`src/rtl/fpx_pkg.sv`:
```
package fpx_pkg;
  localparam int NUM_CAUSES = 5;
  localparam int CODE_W     = 9;

  // bit positions inside the enable and cause fields
  localparam int CI_INX = 0;
  localparam int CI_UNF = 1;
  localparam int CI_OVF = 2;
  localparam int CI_DZ  = 3;
  localparam int CI_INV = 4;

  localparam logic [CODE_W-1:0] CODE_OFF   = 9'h1c0;
  localparam logic [CODE_W-1:0] CODE_UNIMP = 9'h1c8;
  localparam logic [CODE_W-1:0] CODE_ARITH = 9'h1d0;

  typedef struct packed {
    logic ovf;
    logic unf;
    logic den;
    logic inx;
    logic rnd;
  } rstat_t;
endpackage

```
`src/rtl/fpx_cause_eval.sv`:
```
module fpx_cause_eval
  import fpx_pkg::*;
(
  input  rstat_t                  stat_i,
  input  logic                    inv_i,
  input  logic                    dz_i,
  input  logic                    off_i,
  input  logic                    unimp_i,
  input  logic [NUM_CAUSES-1:0]   en_i,
  output logic [NUM_CAUSES-1:0]   cause_o,
  output logic                    commit_o,
  output logic                    qnan_o,
  output logic                    trap_o,
  output logic [CODE_W-1:0]       code_o
);
  always_comb begin
    cause_o  = '0;
    commit_o = 1'b1;
    qnan_o   = 1'b0;
    code_o   = CODE_ARITH;
    if (off_i) begin
      commit_o = 1'b0;
      code_o   = CODE_OFF;
    end else if (unimp_i) begin
      commit_o = 1'b0;
      code_o   = CODE_UNIMP;
    end else if (inv_i) begin
      if (en_i[CI_INV]) begin
        cause_o[CI_INV] = 1'b1;
        commit_o        = 1'b0;
      end else begin
        qnan_o = 1'b1;
      end
    end else if (dz_i && en_i[CI_DZ]) begin
      cause_o[CI_DZ] = 1'b1;
      commit_o       = 1'b0;
    end else if (stat_i.ovf && en_i[CI_OVF]) begin
      cause_o[CI_OVF] = 1'b1;
      commit_o        = 1'b0;
    end else if ((stat_i.unf || stat_i.den) && en_i[CI_UNF]) begin
      cause_o[CI_UNF] = 1'b1;
      commit_o        = 1'b0;
    end else if ((stat_i.inx || stat_i.rnd) && en_i[CI_INX]) begin
      cause_o[CI_INX] = 1'b1;
      commit_o        = 1'b0;
    end
    trap_o = off_i || unimp_i || (|cause_o);
  end
endmodule

```
`src/rtl/fpx_csr.sv`:
```
module fpx_csr
  import fpx_pkg::*;
#(
  parameter int CSR_W     = 16,
  parameter int CAUSE_LSB = 8
) (
  input  logic                  clk_i,
  input  logic                  rst_ni,
  input  logic                  cfg_we_i,
  input  logic [CSR_W-1:0]      cfg_wdata_i,
  input  logic                  op_start_i,
  input  logic                  op_done_i,
  input  logic [NUM_CAUSES-1:0] cause_new_i,
  output logic [NUM_CAUSES-1:0] en_o,
  output logic [NUM_CAUSES-1:0] cause_o,
  output logic [CSR_W-1:0]      csr_o
);
  logic [NUM_CAUSES-1:0] en_q, cause_q;

  always_ff @(posedge clk_i or negedge rst_ni) begin
    if (!rst_ni) begin
      en_q <= '0;
    end else if (cfg_we_i) begin
      en_q <= cfg_wdata_i[NUM_CAUSES-1:0];
    end
  end

  // done wins over start when both arrive together
  always_ff @(posedge clk_i or negedge rst_ni) begin
    if (!rst_ni) begin
      cause_q <= '0;
    end else if (op_done_i) begin
      cause_q <= cause_new_i;
    end else if (op_start_i) begin
      cause_q <= '0;
    end
  end

  always_comb begin
    csr_o = '0;
    csr_o[NUM_CAUSES-1:0]           = en_q;
    csr_o[CAUSE_LSB +: NUM_CAUSES]  = cause_q;
  end

  assign en_o    = en_q;
  assign cause_o = cause_q;

  assert_one_result_cause_R7: assert property (@(posedge clk_i) disable iff (!rst_ni)
    $onehot0(cause_q[CI_OVF:CI_INX]));

  assert_start_clears_R3: assert property (@(posedge clk_i) disable iff (!rst_ni)
    (op_start_i && !op_done_i) |=> (cause_q == '0));

  assert_cause_hold_R2: assert property (@(posedge clk_i) disable iff (!rst_ni)
    (!op_start_i && !op_done_i) |=> $stable(cause_q));
endmodule

```
`src/rtl/fpx_trap_ctl.sv`:
```
module fpx_trap_ctl
  import fpx_pkg::*;
#(
  parameter int CSR_W     = 16,
  parameter int CAUSE_LSB = 8
) (
  input  logic              clk_i,
  input  logic              rst_ni,
  input  logic              cfg_we_i,
  input  logic [CSR_W-1:0]  cfg_wdata_i,
  input  logic              op_start_i,
  input  logic              op_done_i,
  input  logic              st_ovf_i,
  input  logic              st_unf_i,
  input  logic              st_den_i,
  input  logic              st_inx_i,
  input  logic              st_rnd_i,
  input  logic              inv_i,
  input  logic              dz_i,
  input  logic              fpu_off_i,
  input  logic              unimp_i,
  output logic [CSR_W-1:0]  csr_o,
  output logic              wb_o,
  output logic              qnan_o,
  output logic              trap_o,
  output logic [CODE_W-1:0] trap_code_o
);
  localparam int CAUSE_MSB = CAUSE_LSB + NUM_CAUSES - 1;

  rstat_t                stat;
  logic [NUM_CAUSES-1:0] en, cause_q, cause_new;
  logic                  commit, qnan_sel, trap_new;
  logic [CODE_W-1:0]     code_new;
  logic                  trap_q;
  logic [CODE_W-1:0]     code_q;

  assign stat = '{ovf: st_ovf_i, unf: st_unf_i, den: st_den_i,
                  inx: st_inx_i, rnd: st_rnd_i};

  fpx_cause_eval u_eval (
    .stat_i   (stat),
    .inv_i    (inv_i),
    .dz_i     (dz_i),
    .off_i    (fpu_off_i),
    .unimp_i  (unimp_i),
    .en_i     (en),
    .cause_o  (cause_new),
    .commit_o (commit),
    .qnan_o   (qnan_sel),
    .trap_o   (trap_new),
    .code_o   (code_new)
  );

  fpx_csr #(.CSR_W(CSR_W), .CAUSE_LSB(CAUSE_LSB)) u_csr (
    .clk_i       (clk_i),
    .rst_ni      (rst_ni),
    .cfg_we_i    (cfg_we_i),
    .cfg_wdata_i (cfg_wdata_i),
    .op_start_i  (op_start_i),
    .op_done_i   (op_done_i),
    .cause_new_i (cause_new),
    .en_o        (en),
    .cause_o     (cause_q),
    .csr_o       (csr_o)
  );

  always_ff @(posedge clk_i or negedge rst_ni) begin
    if (!rst_ni) begin
      trap_q <= 1'b0;
      code_q <= '0;
    end else begin
      trap_q <= op_done_i && trap_new;
      code_q <= (op_done_i && trap_new) ? code_new : '0;
    end
  end

  assign wb_o        = op_done_i && commit;
  assign qnan_o      = op_done_i && qnan_sel;
  assign trap_o      = trap_q;
  assign trap_code_o = code_q;

  initial assert (CAUSE_MSB < CSR_W);

  assert_wb_in_done_R8: assert property (@(posedge clk_i) disable iff (!rst_ni)
    (wb_o || qnan_o) |-> op_done_i);

  assert_trap_after_done_R9: assert property (@(posedge clk_i) disable iff (!rst_ni)
    trap_o |-> $past(op_done_i));

  assert_code_with_trap_R9: assert property (@(posedge clk_i) disable iff (!rst_ni)
    trap_o == (trap_code_o != '0));

  assert_cause_traps_R9: assert property (@(posedge clk_i) disable iff (!rst_ni)
    (op_done_i && !fpu_off_i && !unimp_i) |=> (trap_o == (csr_o[CAUSE_MSB:CAUSE_LSB] != '0)));

  assert_special_no_cause_R10: assert property (@(posedge clk_i) disable iff (!rst_ni)
    (op_done_i && (fpu_off_i || unimp_i)) |=> (trap_o && csr_o[CAUSE_MSB:CAUSE_LSB] == '0));
endmodule

```
`config.mk`:
```
export PLATFORM = sky130hd
export DESIGN_NAME = fpx_trap_ctl
export DESIGN_NICKNAME = d
export VERILOG_FILES = /design/src/rtl/fpx_pkg.sv /design/src/rtl/fpx_cause_eval.sv /design/src/rtl/fpx_csr.sv /design/src/rtl/fpx_trap_ctl.sv
export SDC_FILE = /design/constraint.sdc
export NUM_CORES = 1
export LEC_CHECK = 0
export BUFFER_PORTS_ARGS = -buffer_cell sky130_fd_sc_hd__buf_2
export CAP_MARGIN = 20
export CORE_ASPECT_RATIO = 0.7
export CORE_MARGIN = 3
export CORE_UTILIZATION = 30
export DETAILED_ROUTE_END_ITERATION = 10
export PLACE_DENSITY = 0.75
export SKIP_LAST_GASP = 1
export SLEW_MARGIN = 5
export SYNTH_ARGS = -nofsm -noshare
export SYNTH_HDL_FRONTEND = slang
export SYNTH_SLANG_ARGS = --single-unit
```
`constraint.sdc`:
```
create_clock -name clk_i -period 2.2 [get_ports clk_i]
set_clock_uncertainty 0.15 [all_clocks]
set_input_delay 0.66 -clock clk_i [delete_from_list [all_inputs] [get_ports clk_i]]
set_output_delay 0.66 -clock clk_i [all_outputs]
set_load 0.01 [all_outputs]
```
# [Word level (Yosys, flattened, before mapping)]
# Index checks and enable logic that the tools add are counted.
[totals] regBits=20 wordCells=45
[op_classes] mux=28 n_reduce_logical=13
[op_table] cell="2-to-1 mux 5 bit" n=5
[op_table] cell="2-to-1 mux 1 bit" n=18
[op_table] cell="2-to-1 mux 9 bit" n=2
[op_table] cell="logical AND 1 bit" n=7
[op_table] cell="OR reduction 5 bit" n=1
[op_table] cell="logical OR 1 bit" n=4
[op_table] cell="2-to-1 mux 4 bit" n=1
[op_table] cell="2-to-1 mux 3 bit" n=1
[op_table] cell="2-to-1 mux 2 bit" n=1
[op_table] cell="nonzero test 2 bit" n=1

# [Logic depth before layout (Yosys ltp)]
# Gate-level depths: netlist of the first run.
[logic_depth] word_depth=13 depth_mapped=4 ltp_nobuf=3

# [Hierarchy]
# A second synthesis of the first run with hierarchy kept.
[unflattened] cells_unflattened=88 hier_area_um2=1004.7
[by_module_without_submodules] mod="fpx_csr" n_inst=1 cells_per_inst=38 area_each_um2=480.5
[by_module_without_submodules] mod="fpx_trap_ctl" n_inst=1 cells_per_inst=23 area_each_um2=340.3
[by_module_without_submodules] mod="fpx_cause_eval" n_inst=1 cells_per_inst=27 area_each_um2=183.9

# [Worst setup path after synthesis of the first run]
# No wires, ideal clock.
[synth_path] path_kind="input port to output port" from="in st_den_i" to="out wb_o" arrival_time_ns=1.275 slack_ns=0.115 cell_stages=3 cell_sequence="o21a_1 -> and4b_1 -> o21a_1"
[synth_via] elab_chain_len=9
[synth_rtl] item="from (decl)" line_no="fpx_trap_ctl.sv:15" rtl="input logic st_den_i,"
[synth_rtl] item="logical OR 1 bit" line_no="fpx_cause_eval.sv:40" rtl="end else if ((stat_i.unf || stat_i.den) && en_i[CI_UNF]) begin"
[synth_rtl] item="logical AND 1 bit" line_no="fpx_cause_eval.sv:40"
[synth_rtl] item="2-to-1 mux 1 bit" line_no="fpx_cause_eval.sv:40"
[synth_rtl] item="2-to-1 mux 1 bit" line_no="fpx_cause_eval.sv:37" rtl="end else if (stat_i.ovf && en_i[CI_OVF]) begin"
[synth_rtl] item="2-to-1 mux 1 bit" line_no="fpx_cause_eval.sv:34" rtl="end else if (dz_i && en_i[CI_DZ]) begin"
[synth_rtl] item="2-to-1 mux 1 bit" line_no="fpx_cause_eval.sv:27" rtl="end else if (inv_i) begin"
[synth_rtl] item="2-to-1 mux 1 bit" line_no="fpx_cause_eval.sv:24" rtl="end else if (unimp_i) begin"
[synth_rtl] item="2-to-1 mux 1 bit" line_no="fpx_cause_eval.sv:21" rtl="if (off_i) begin"
[synth_rtl] item="logical AND 1 bit" line_no="fpx_trap_ctl.sv:77" rtl="assign wb_o = op_done_i && commit;"
[synth_rtl] item="to (decl)" line_no="fpx_trap_ctl.sv:23" rtl="output logic wb_o,"
# No other way between the ends.

# [Final worst setup path of the first run]
# Same ends and word-level chain as after synthesis.

==> results, run 1 <==
- For this design, the CTS-stage hold fixing added 0 buffers.
- Once layout is complete, the utilization of the core stands at 47.9%.
- The vias after detailed routing is 578.
- For this run, the number of Yosys warnings is 0.
- The total power consumption of the routed design is 524 uW.
- The count of flip-flops with a built-in enable after synthesis is 0.
- The post-DP HPWL is 1220 microns.
- The master cell of the clock root buffer is sky130_fd_sc_hd__clkbuf_4.
- Setup repair after global routing could not meet its margin everywhere.
- Port buffering added 36 buffers.
- The detailed-router iteration count before antenna repair is 4.
- The clock-pin slew of the registers on the worst-case setup and hold paths is roughly 0.08 ns.
- Of the total synthesized cell area, the portion taken by XOR and XNOR cells is 0%.
- The clock tree from TritonCTS is done.
- In the post-synthesis netlist, the biggest area contributors are sky130_fd_sc_hd__dfrtp_1 (49%), sky130_fd_sc_hd__buf_4 (15%), sky130_fd_sc_hd__mux2_2 (8.5%).
- In this run the static leakage power is 0.000504 uW.
- The first-pass GRT wire length is 2260 microns.
- The initial core utilization is 33.8%.
- The mapped cell area is 664 sq um.
- The number of storage elements in the synthesis netlist is 13.
- In this run the deepest clock path goes through 2 buffers.
- The checks that failed: setup timing.
- The number of antenna-violating nets in the routed design is 0.
- The setup slack of the critical path after layout is -0.0890 ns.
- IR analysis of the VDD net gives a maximum drop of between 0.3 and 0.4 mV.
- Across the run, the number of max-cap violations was 0.
- At the worst endpoint, the arrival time is 1.48 ns.
- Counting the buffers created by CTS gives 3.
- Each instance of the synthesized netlist takes up on average 11.1 sq um.
- The die area is 2820 sq um.
- The share of the Yosys chip area taken by registers is 49.0%.
- The count of different cell masters after synthesis is 19.
- Of all nets on the critical path, the largest fanout is 2.
- During I/O placement, the number of pins put on the boundary was 58.
- Sorting the synthesized cells by how often they occur yields sky130_fd_sc_hd__buf_4 (13), sky130_fd_sc_hd__dfrtp_1 (13), sky130_fd_sc_hd__nand2_1 (6).
- The global-route total usage across every layer is 10.5%.
- Based on the critical path, the design can be clocked at up to 0.437 GHz.
- In the synthesized netlist the dominant register cell turns out to be sky130_fd_sc_hd__dfrtp_1.
- After floorplanning, the core was sized to cover 1970 sq um.
- The total overflow reported by the global router is 0.
- After layout, the minimum clock period comes to ~2.3 ns.
- After floorplanning, the core was divided into 13 placement rows.
- The final clock period utilization by the worst path is 104%.
- The repair_antennas step left the layout with diodes totalling 0.
- The final weighted congestion in routability-driven placement is 0.711.
- The number of slew-limit violations in the final report was 0.
- The tree built by TritonCTS fans out to 13 sinks.
- The type of the most critical hold path is in2async.
- Entering global routing, the biggest net connects 14 pins.
- The initial antenna violation count is 0.
- The final net count is between 100 and 150.
- The clock latency of the later-clocked register in the worst-skew pair is 0.27 ns.
- The worst endpoint required time is roughly 1.4 ns.
- The via count of the first global-routing pass is 534.
- After Yosys synthesis, and, or, nand and nor cells account for 15.3% of the synthesized area.
- In the final routed layout, each cell accounts on average for 11.3 microns.
- By startpoint and endpoint, the worst setup path is classified as in2out.
- The synthesized netlist devotes 0% of its cell area to adder and majority cells.
- In the routed layout, each cell is associated on average with a via count of 4.35.
- The compound-gate portion of the synthesized area is 11.3%.
- The largest total area in the synthesized netlist belongs to sky130_fd_sc_hd__dfrtp_1.
- The relative area change from synthesis to final layout is 42.0%.
- The setup slack at placement is -0.109 ns.
- The power density over the cells is 555 nW/um^2.
- The worst setup path is launched from an input port.
- The floorplan step set the die width to 62.2 microns.
- After synthesis, the share of cell area in mux cells is 8.47%.
- The post-synthesis async set-or-reset flop share is 100%.
- Of the cells placed in the final design, the portion with a size suffix greater than 1 is 54.4%.
- Wires add up to 1510 microns.
- CTS built an H-tree with a depth of 1.
- The die is 45.4 microns tall.
- The number of hold violations in the final report is 0.
- The flow ran to the end, but the final reports show violations.
- After synthesis, the largest area contributor takes up 49.0% of total cell area.
- After the first detailed-routing iteration, the DRC count stood at 6.
- By area, the combinational part of the netlist is dominated by buffers and inverters.
- Setup violations remaining at the end of the flow were counted as 2.
- After detailed routing, the number of remaining DRC violations is 0.
- The cell count after synthesis came out at 60.
- STA classifies the critical path endpoint as an output pin.
==> metal layers <==
metal / up-vias / part of all wire [%] / GRT usage [%]
met5: - / 0 / 0
met3: 2 / 12 / 5.19
met4: 0 / 0.20 / 1.32
met1: 264 / 42 / 12.6
li1: 275 / - / -
met2: 37 / 46 / 17.7
==> cells by family (layout without fill, tap and decap cells) <==
group | count (synthesis) | after routing
DFF | 13 | 13
muxes | 5 | 5
AOI/OAI and AO/OA | 9 | 9
buffers and inverters | 14 | 48
and+or+nand+nor | 18 | 18
other | 1 | 10
==> per-stage QoR <==
stage                     TNS (ns)  cells  area (sq um)  hold slack (ns)
after floorplan                  0     69           698            0.214
after global placement      -0.197    128           866            0.305
after detailed placement    -0.187    128           866            0.312
after CTS                  -0.0922    133           933            0.109
after global routing        -0.181    133           943            0.120
final                      -0.0954    133           943            0.102
==> where the power goes <==
part	total [uW]	switching (uW)	leakage, uW	internal, uW
logic	113	56.5	0.000322	56.7
clock network	146	75.4	0.0000150	70.3
registers	265	12.5	0.000167	252
total	524	144	0.000504	379
==> worst max-delay path, stage by stage <==
cell,delay (ns)
sky130_fd_sc_hd__buf_2,0.10
sky130_fd_sc_hd__o21a_1,0.17
sky130_fd_sc_hd__and4b_1,0.28
sky130_fd_sc_hd__o21a_1,0.14
sky130_fd_sc_hd__buf_2,0.13
==> cells in the final DEF (no fill, tap or decap), drive strengths merged <==
cell type	count
nor3	1
nor4b	1
a211oi	1
a21oi	1
o21a	2
nor3b	2
nand4	1
nand2	6
o21ai	1
and2	2
clkbuf	4
nor2	4
and4b	1
mux2	5
o31ai	1
a32o	3
conb	10
dfrtp	13
buf	44
==> timing repair <==
item | CTS | global route
gates cloned | 0 | 0
resized for setup | 9 | 2
buffers inserted | 1 | 0
endpoints found under the setup margin | 2 | 2
pin swaps | 2 | 2
==> state kept, by name (all words and copies together), names as in the netlist <==
register / flops
u_csr.en_o: 5
trap_code_o: 3
u_csr.cause_o: 5
==> path summary, 6_finish.rpt <==
path,startpoint,endpoint,slack [ns],cells after the start
worst min-delay path,rst_ni,u_csr.en_o[3],0.10,1
worst min register to register,u_csr.cause_o[2],u_csr.cause_o[2],0.32,2
min in group clk_i,u_csr.cause_o[2],u_csr.cause_o[2],0.32,2
worst max-delay path,st_den_i,wb_o,-0.09,5
worst max register to register,u_csr.en_o[2],trap_code_o[7],0.80,5
max in group asynchronous,rst_ni,u_csr.cause_o[1],1.58,1
==> cell type report <==
class                   count  area, sq um
clock buffers               4         26.3
fillers                   182         1020
multi-input cells          42          285
flip-flops and latches     13          325
well taps                  30         37.5
repair buffers             44          269
No activity file was read; power rests on OpenSTA's default activity.
==> run 2: changes to the inputs <==
--- a/config.mk
+++ b/config.mk
@@ -7,7 +7,6 @@
 export LEC_CHECK = 0
 export BUFFER_PORTS_ARGS = -buffer_cell sky130_fd_sc_hd__buf_2
 export CAP_MARGIN = 20
-export CORE_ASPECT_RATIO = 0.7
 export CORE_MARGIN = 3
 export CORE_UTILIZATION = 30
 export DETAILED_ROUTE_END_ITERATION = 10
==> results, run 2 (same netlist as run 1, synthesis figures left out) <==
- The flow ran to the end, but the final reports show violations.
- The final reports fail on setup timing.
- The critical path endpoint is wb_o.
- The data arrival time at the worst-slack endpoint is 1.44 ns (-0.04 ns).
- The initial antenna violation count is 0 (unchanged).
- The largest vdd supply drop is 0.233 mV (-30%).
- The final net count is 135 (+0.75%).
- The detailed route wirelength on metal2 came to 821 microns (+19%).
- The count of max-cap constraint violations is 0 (unchanged).
- The maximum number of buffers from clock root to sink was 2 (unchanged).
- The core region area is 2020 sq um (+2.7%).
- The cell leakage power is 0.000506 uW (+0.42%).
- The buffer and inverter count on the worst path came to 2 (unchanged).
- The cell type of the slowest stage on the worst timing path is sky130_fd_sc_hd__and4b_1.
- The number of antenna-violating nets in the routed design is 0 (unchanged).
- The setup slack at placement is -0.0904 ns (+0.0183 ns).
- The number of rows created at floorplan is 16 (+3).
- The clock-pin slew of the registers on the worst-case setup and hold paths is 0.07 ns (about the same).
- The clock period minus final worst setup slack is 2.25 ns (-0.0421 ns).
- The detailed router used layers up to and including met4.
- The routed length on met1 came to 607 microns (-4.4%).
- In the layout the commonest cells are sky130_fd_sc_hd__buf_2 (33), sky130_fd_sc_hd__dfrtp_1 (13), sky130_fd_sc_hd__conb_1 (10), sky130_fd_sc_hd__buf_4 (9), sky130_fd_sc_hd__nand2_1 (6).
- The clock latency of the later-clocked register in the worst-skew pair came to 0.27 ns (about the same).
- The slack of the worst reg-to-reg path is 0.89 ns (+0.09 ns).
- The worst register-to-register path ends at trap_code_o[7].
- The maximum level of the CTS H-tree was 1 (unchanged).
- The via-per-instance ratio is 4.41 (+1.5%).
- The power density over the cells is 554 nW/um^2 (-0.27%).
- The relative area change from synthesis to final layout is 41.2%.
- The post-DP HPWL is 1280 microns (+4.8%).
- The number of cells traversed by the worst register-to-register path was 4 (-1).
- The number of clock buffers inserted by TritonCTS is 3 (unchanged).
- Leaving out fill and tap cells, the most frequent cell in the layout is sky130_fd_sc_hd__buf_2.
- The global-route total usage across every layer is 11.6% (+1.2 points).
- Setup repair after global routing could not meet its margin everywhere.
- In this run the clock root is driven by a sky130_fd_sc_hd__clkbuf_4.
- The first-pass GRT wire length is 2280 microns (+0.93%).
- The final weighted congestion in routability-driven placement is 0.723 (+1.7%).
- The initial core utilization was 32.9% (-0.90 points).
- The critical path goes through buf_8 -> a211oi_2 -> and4b_1 -> o21a_1 -> buf_2.
- The largest net degree at the start of global routing is 14 (unchanged).
- The initial DRC count is 5 (-1).
- The worst hold slack came to 0.114 ns (+0.0116 ns).
- The startpoint identified for the worst register-to-register timing path is u_csr.en_o[1].
- The number of buffer cells added on primary ports is 36 (unchanged).
- The via count of the first global-routing pass is 509 (-4.7%).
- TritonCTS built the clock tree.
- The maximum frequency from static timing analysis is 0.445 GHz (+1.9%).
- The count of hold-fix buffers inserted at cts is 0 (unchanged).
- The number of design rule violations left after detail routing is 0 (unchanged).
- The number of hold violations in the final report came to 0 (unchanged).
- The worst endpoint required time is 1.39 ns (about the same).
- The sum of routed wire length over all layers is 1610 microns (+6.8%).
- The die area is 2820 sq um (-0.32%).
- The met3 wirelength from detailed routing is 165 microns (-5.7%).
- The detailed-router iteration count before antenna repair was 3 (-1).
- The worst setup path is launched from an input port.
- The number of logic stages on the critical path including buffering is 5 (unchanged).
- The category of the most critical setup path is in2out.
- The final clock period utilization by the worst path is 102% (-1.9 points).
- The final-report setup violation count is 2 (unchanged).
- The proportion of layout cells with a drive suffix above 1 is 53.8% (-0.52 points).
- STA classifies the critical path endpoint as an output pin.
- The startpoint of the worst setup timing path is fpu_off_i.
- The number of antenna repair diodes is 0 (unchanged).
- The number of slew-limit violations in the final report was 0 (unchanged).
- The cell family contributing the most delay on the critical path is compound AO/OA/AOI/OAI gates.
- The vias after detailed routing is 578 (unchanged).
- The die span in x is 53.1 microns (-15%).
- The final instance area is 938 sq um (-0.53%).
- The top fanout value on the critical path is 3 (+1).
- The setup slack of the critical path after layout was -0.0468 ns (+0.0421 ns).
- The total overflow reported by the global router came to 0 (unchanged).
- The number of placed I/O pins is 58 (unchanged).
- The type of the most critical hold path is in2async.
- The total clock sinks is 13 (unchanged).
- The largest incremental delay on the critical path is 0.24 ns (-0.04 ns).
- The cell area after placement was 862 sq um (-0.43%).
- The detail-routed net length per standard cell is 12.3 microns (+8.5%).
- The y dimension of the die was 53.1 microns (+17%).
-- run 2: timing repair --
item / CTS / global route
resized for setup: 7 / 1
endpoints found under the setup margin: 2 / 2
pin swaps: 3 / 3
buffers inserted: 1 / 1
-- run 2: where the power goes --
| part | internal [uW] | switching, uW |
|---|---|---|
| clock network | 70.1 | 71.4 |
| registers | 252 | 11.2 |
| logic | 57.2 | 57.4 |
| total | 380 | 140 |
-- run 2: worst register-to-register path: cells and delay by family, from the launching register on --
kind / cells / cell delay, ns
simple gates: 2 / 0.40
compound gates: 1 / 0.15
buf+inv: 1 / 0.14
flops: 1 / 0.38
-- run 2: final cells by class --
| cell class | instances | area, sq um |
|---|---|---|
| Fill cell | 213 | 1080 |
| Timing Repair Buffer | 45 | 270 |
| Sequential cell | 13 | 325 |
| Tap cell | 27 | 33.8 |
| Clock buffer | 4 | 26.3 |
| Multi-Input combinational cell | 42 | 283 |
-- run 2: worst min-delay path by stage --
| stage | start | endpoint | cells past startpoint |
|---|---|---|---|
| 2_1_floorplan | rst_ni | trap_code_o[3] | 0 |
| 3_3_place_gp | u_csr.cause_o[2] | u_csr.cause_o[2] | 2 |
| 3_5_place_dp | u_csr.cause_o[2] | u_csr.cause_o[2] | 2 |
| 4_1_cts | rst_ni | trap_code_o[3] | 1 |
| 5_1_grt | rst_ni | trap_code_o[3] | 1 |
| 6_report | rst_ni | u_csr.cause_o[2] | 1 |
-- run 2: through the flow --
stage | std cells | utilization (%) | total power, uW | TNS, ns
after detailed placement | 125 | 42.6 | 372 | -0.169
after global placement | 125 | 42.6 | 369 | -0.133
after global routing | 131 | 46.4 | 557 | -0.148
after CTS | 130 | 45.9 | 526 | -0.0889
final | 131 | 46.4 | 520 | -0.0570
after floorplan | 69 | - | 331 | 0
-- run 2: layer usage --
layer / vias to the layer above / global-route usage [%]
met5: - / 0
met4: 0 / 6.38
met3: 2 / 4.23
met2: 28 / 19.2
met1: 271 / 12.8
li1: 277 / -
==> run 3: changes to the inputs <==
--- a/config.mk
+++ b/config.mk
@@ -5,12 +5,14 @@
 export SDC_FILE = /design/constraint.sdc
 export NUM_CORES = 1
 export LEC_CHECK = 0
+export ABC_AREA = 1
 export BUFFER_PORTS_ARGS = -buffer_cell sky130_fd_sc_hd__buf_2
 export CAP_MARGIN = 20
 export CORE_MARGIN = 3
 export CORE_UTILIZATION = 30
+export CTS_CLUSTER_SIZE = 28
 export DETAILED_ROUTE_END_ITERATION = 10
-export PLACE_DENSITY = 0.75
+export PLACE_DENSITY = 0.74
 export SKIP_LAST_GASP = 1
 export SLEW_MARGIN = 5
 export SYNTH_ARGS = -nofsm -noshare
==> results, run 3 <==
- The share of the yosys chip area belonging to registers was 47.4% (-1.5 points).
- The relative area change from synthesis to final layout is 40.9%.
- In this run the worst hold path is classified as in2async.
- The maximum frequency from static timing analysis is 0.448 GHz (+0.77%).
- The share of total power in sequential cells was 49.6% (-1.1 points).
- The maximum number of buffers from clock root to sink is 2 (unchanged).
- The endpoint identified for the worst register-to-register timing path is trap_code_o[4].
- The synthesized area per cell is 8.57 sq um (-23%).
- The number of antenna repair diodes is 0 (unchanged).
- The count of flip-flops with a built-in enable after synthesis was 0 (unchanged).
- The final non-filler cell total is 151 (+15%).
- The total overflow reported by the global router is 0 (unchanged).
- The combined flip-flop and latch cell area is 325 sq um (unchanged).
- TritonCTS built the clock tree.
- The cell sitting at the root of the clock tree is a sky130_fd_sc_hd__clkbuf_4.
- For this run, the leading register cell type out of synthesis is sky130_fd_sc_hd__dfrtp_1.
- The count of hold-fix buffers inserted at cts came to 0 (unchanged).
- The startpoint identified for the worst register-to-register timing path is u_csr.en_o[2].
- The internal portion of total power is 376 uW (-0.93%).
- The total number of yosys warnings came to 0 (unchanged).
- The portion of synthesized cell area occupied by the leading cell type is 47.4% (-1.5 points).
- The initial core utilization is 33.3% (+0.39 points).
- The top fanout value on the critical path is 2 (-1).
- The clock period minus final worst setup slack is 2.23 ns (-0.0171 ns).
- The detailed-router iteration count before antenna repair is 4 (+1).
- The core region area is 2060 sq um (+2.0%).
- The clock latency of the later-clocked register in the worst-skew pair was 0.27 ns (about the same).
- Setup repair after global routing could not meet its margin everywhere.
- The part of the power in the clock network is 28.1% (+0.9 points).
- The largest incremental delay on the critical path is 0.15 ns (-0.09 ns).
- The checks that failed: setup timing.
- The leading cell type in the layout, fill and taps excluded is sky130_fd_sc_hd__buf_2.
- The data arrival time at the worst-slack endpoint is 1.42 ns (-0.02 ns).
- The setup slack at placement is -0.0776 ns (+0.0128 ns).
- The die area is 2890 sq um (+2.8%).
- The number of rows created at floorplan is 16 (unchanged).
- The number of design rule violations left after detail routing was 0 (unchanged).
- The detail-routed net length per standard cell is 9.64 microns (-22%).
- The critical path startpoint category is an input port.
- The post-DP HPWL is 1190 microns (-7.2%).
- The cell count after placement is 146 (+17%).
- The synthesized instance count is 80 (+33%).
- The final net count was 155 (+15%).
- The proportion of layout cells with a drive suffix above 1 is 52.4% (-1.4 points).
- The worst setup path is of the in2out kind.
- The largest net degree at the start of global routing is 14 (unchanged).
- Among the stages of the critical path, the cell type that occurs most often is sky130_fd_sc_hd__buf_2.
- The portion of total power attributed to combinational logic is 22.3% (+0.2 points).
- The global-route total usage across every layer was 11.1% (-0.53 points).
- The worst hold slack is 0.103 ns (-0.0109 ns).
- The worst endpoint required time was 1.39 ns (about the same).
- The flow ran to the end, but the final reports show violations.
- The first-pass GRT wire length is 2300 microns (+1.2%).
- The cell type of the slowest stage on the worst timing path is sky130_fd_sc_hd__buf_2.
- The final-report setup violation count is 1 (-1).
- The largest vdd supply drop is 0.334 mV (+43%).
- The number of clock buffers inserted by TritonCTS is 3 (unchanged).
- The switching power as a share of total power came to 28.7% (+1.8 points).
- The number of hold violations in the final report came to 0 (unchanged).
- The y dimension of the die was 53.8 microns (+1.4%).
- The via count of the first global-routing pass was 540 (+6.1%).
- The sum of routed wire length over all layers came to 1460 microns (-9.6%).
- The final weighted congestion in routability-driven placement came to 0.733 (+1.4%).
- The number of placed I/O pins is 58 (unchanged).
- The clock-pin slew of the registers on the worst-case setup and hold paths was 0.08 ns (about the same).
- The power density over the cells is 546 nW/um^2 (-1.4%).
- The final clock period utilization by the worst path is 101% (-0.78 points).
- The mapped cell area is 686 sq um (+3.2%).
- The vias after detailed routing is 637 (+10%).
- The area of combinational cells with multiple inputs is 294 sq um (+4.0%).
- The setup slack of the critical path after layout is -0.0298 ns (+0.0171 ns).
- The count of different cell masters after synthesis came to 16 (-3).
- The cell leakage power is 0.000546 uW (+8.0%).
- The number of buffer cells added on primary ports came to 36 (unchanged).
- After synthesis, the cell types taking the most area are sky130_fd_sc_hd__dfrtp_1 (47%), sky130_fd_sc_hd__buf_4 (14%), sky130_fd_sc_hd__nand2_1 (9.3%).
- The library cells used most frequently in the layout, excluding fill and tap cells, are sky130_fd_sc_hd__buf_2 (34), sky130_fd_sc_hd__nand2_1 (14), sky130_fd_sc_hd__dfrtp_1 (13), sky130_fd_sc_hd__conb_1 (10).
- The die span in x is 53.8 microns (+1.4%).
- The number of slew-limit violations in the final report is 0 (unchanged).
- The synthesized design spends more area on one cell type than any other, namely sky130_fd_sc_hd__dfrtp_1.
- The number of antenna-violating nets in the routed design came to 0 (unchanged).
- The initial DRC count is 5 (unchanged).
- Counting instances in the post-synthesis netlist gives the leading cell types as sky130_fd_sc_hd__nand2_1 (17), sky130_fd_sc_hd__buf_4 (13), sky130_fd_sc_hd__dfrtp_1 (13).
- The initial antenna violation count is 0 (unchanged).
- Among cell families on the critical path, the largest total delay comes from simple AND/OR/NAND/NOR gates.
- The most frequently used cell type in the post-synthesis netlist is sky130_fd_sc_hd__nand2_1.
- The number of cells traversed by the worst register-to-register path is 8 (+4).
- The maximum level of the CTS H-tree is 1 (unchanged).
- The net switching component of the power is 151 uW (+8.2%).
- The count of max-cap constraint violations is 0 (unchanged).
- The endpoint type of the worst setup path is an output pin.
- The via-per-instance ratio is 4.22 (-4.4%).
- The slack of the worst reg-to-reg path came to 0.86 ns (-0.03 ns).
- The critical path goes through buf_2 -> o21ai_2 -> inv_1 -> nand2_1 -> nand2_2 -> nor3_2 -> buf_2.
- The post-synthesis async set-or-reset flop share was 100% (unchanged).
- The filler cell count is 209 (-1.9%).
- The number of storage elements in the synthesis netlist is 13 (unchanged).
- The total clock sinks is 13 (unchanged).
- The buffer and inverter count on the worst path came to 3 (+1).
run 3: changes by cell type after synthesis, moves of 2 or more:
cell                      before  now
sky130_fd_sc_hd__nand2_1       6   17
sky130_fd_sc_hd__inv_1         0    8
sky130_fd_sc_hd__nor2_1        4    8
sky130_fd_sc_hd__a32o_1        3    0
sky130_fd_sc_hd__nand2_2       0    3
sky130_fd_sc_hd__o21ai_0       1    4
sky130_fd_sc_hd__and2_1        2    0
sky130_fd_sc_hd__nor2_2        0    2
sky130_fd_sc_hd__nor3b_1       2    0
sky130_fd_sc_hd__o21a_1        2    0
run 3: area by class of cell:
type                       count  share of cell area, %
clock buffer                   4                   2.72
sequential                    13                   33.7
multi-input combinational     55                   30.4
tap                           27                   3.50
timing repair buffer          44                   26.6
inverter                       8                   3.11
run 3: kinds of logic after synthesis:
kind of cell | count (synthesis) | synth area share, %
flops | 13 | 47.4
compound gates | 7 | 5.47
mux | 4 | 6.57
simple gates | 34 | 21.4
other cells | 1 | 0.547
buf+inv | 21 | 18.6
run 3: how the worst max path moves through the flow:
stage | end | cells past startpoint | slack, ns | from
3_5_place_dp | wb_o | 7 | -0.08 | unimp_i
4_1_cts | wb_o | 7 | -0.05 | unimp_i
2_1_floorplan | wb_o | 5 | 0.10 | unimp_i
5_1_grt | wb_o | 7 | -0.11 | fpu_off_i
3_3_place_gp | wb_o | 7 | -0.07 | unimp_i
6_report | wb_o | 7 | -0.03 | st_unf_i
run 3: repair_timing:
item                       4_1_cts  5_1_grt
buffers inserted                 0        1
gates resized for setup          2       13
pin swaps                        0        8
setup endpoints to repair        1        2
run 3: per-layer routing:
layer,track usage (%),wire [microns],up-vias
li1,-,-,314
met1,12.9,619,279
met2,17.7,642,42
met3,4.43,184,2
met4,5.11,9,0
met5,0,0,-
run 3: metrics by stage:
stage          total power [uW]  TNS (ns)  utilization, %  instance area, sq um
2_1_floorplan               334         0               -                   719
3_3_place_gp                369   -0.0677            43.1                   888
3_5_place_dp                373   -0.0776            43.1                   888
4_1_cts                     524   -0.0543            44.7                   922
5_1_grt                     559    -0.106            46.8                   966
6_report                    528   -0.0298            46.8                   966
run 3: power by group through the flow:
stage,Combinational [uW],Sequential (uW),Clock (uW)
floorplan,61.8,272,0
global placement,104,265,0
detailed placement,106,266,0
CTS,108,262,154
global route,133,264,162
finish,118,262,148
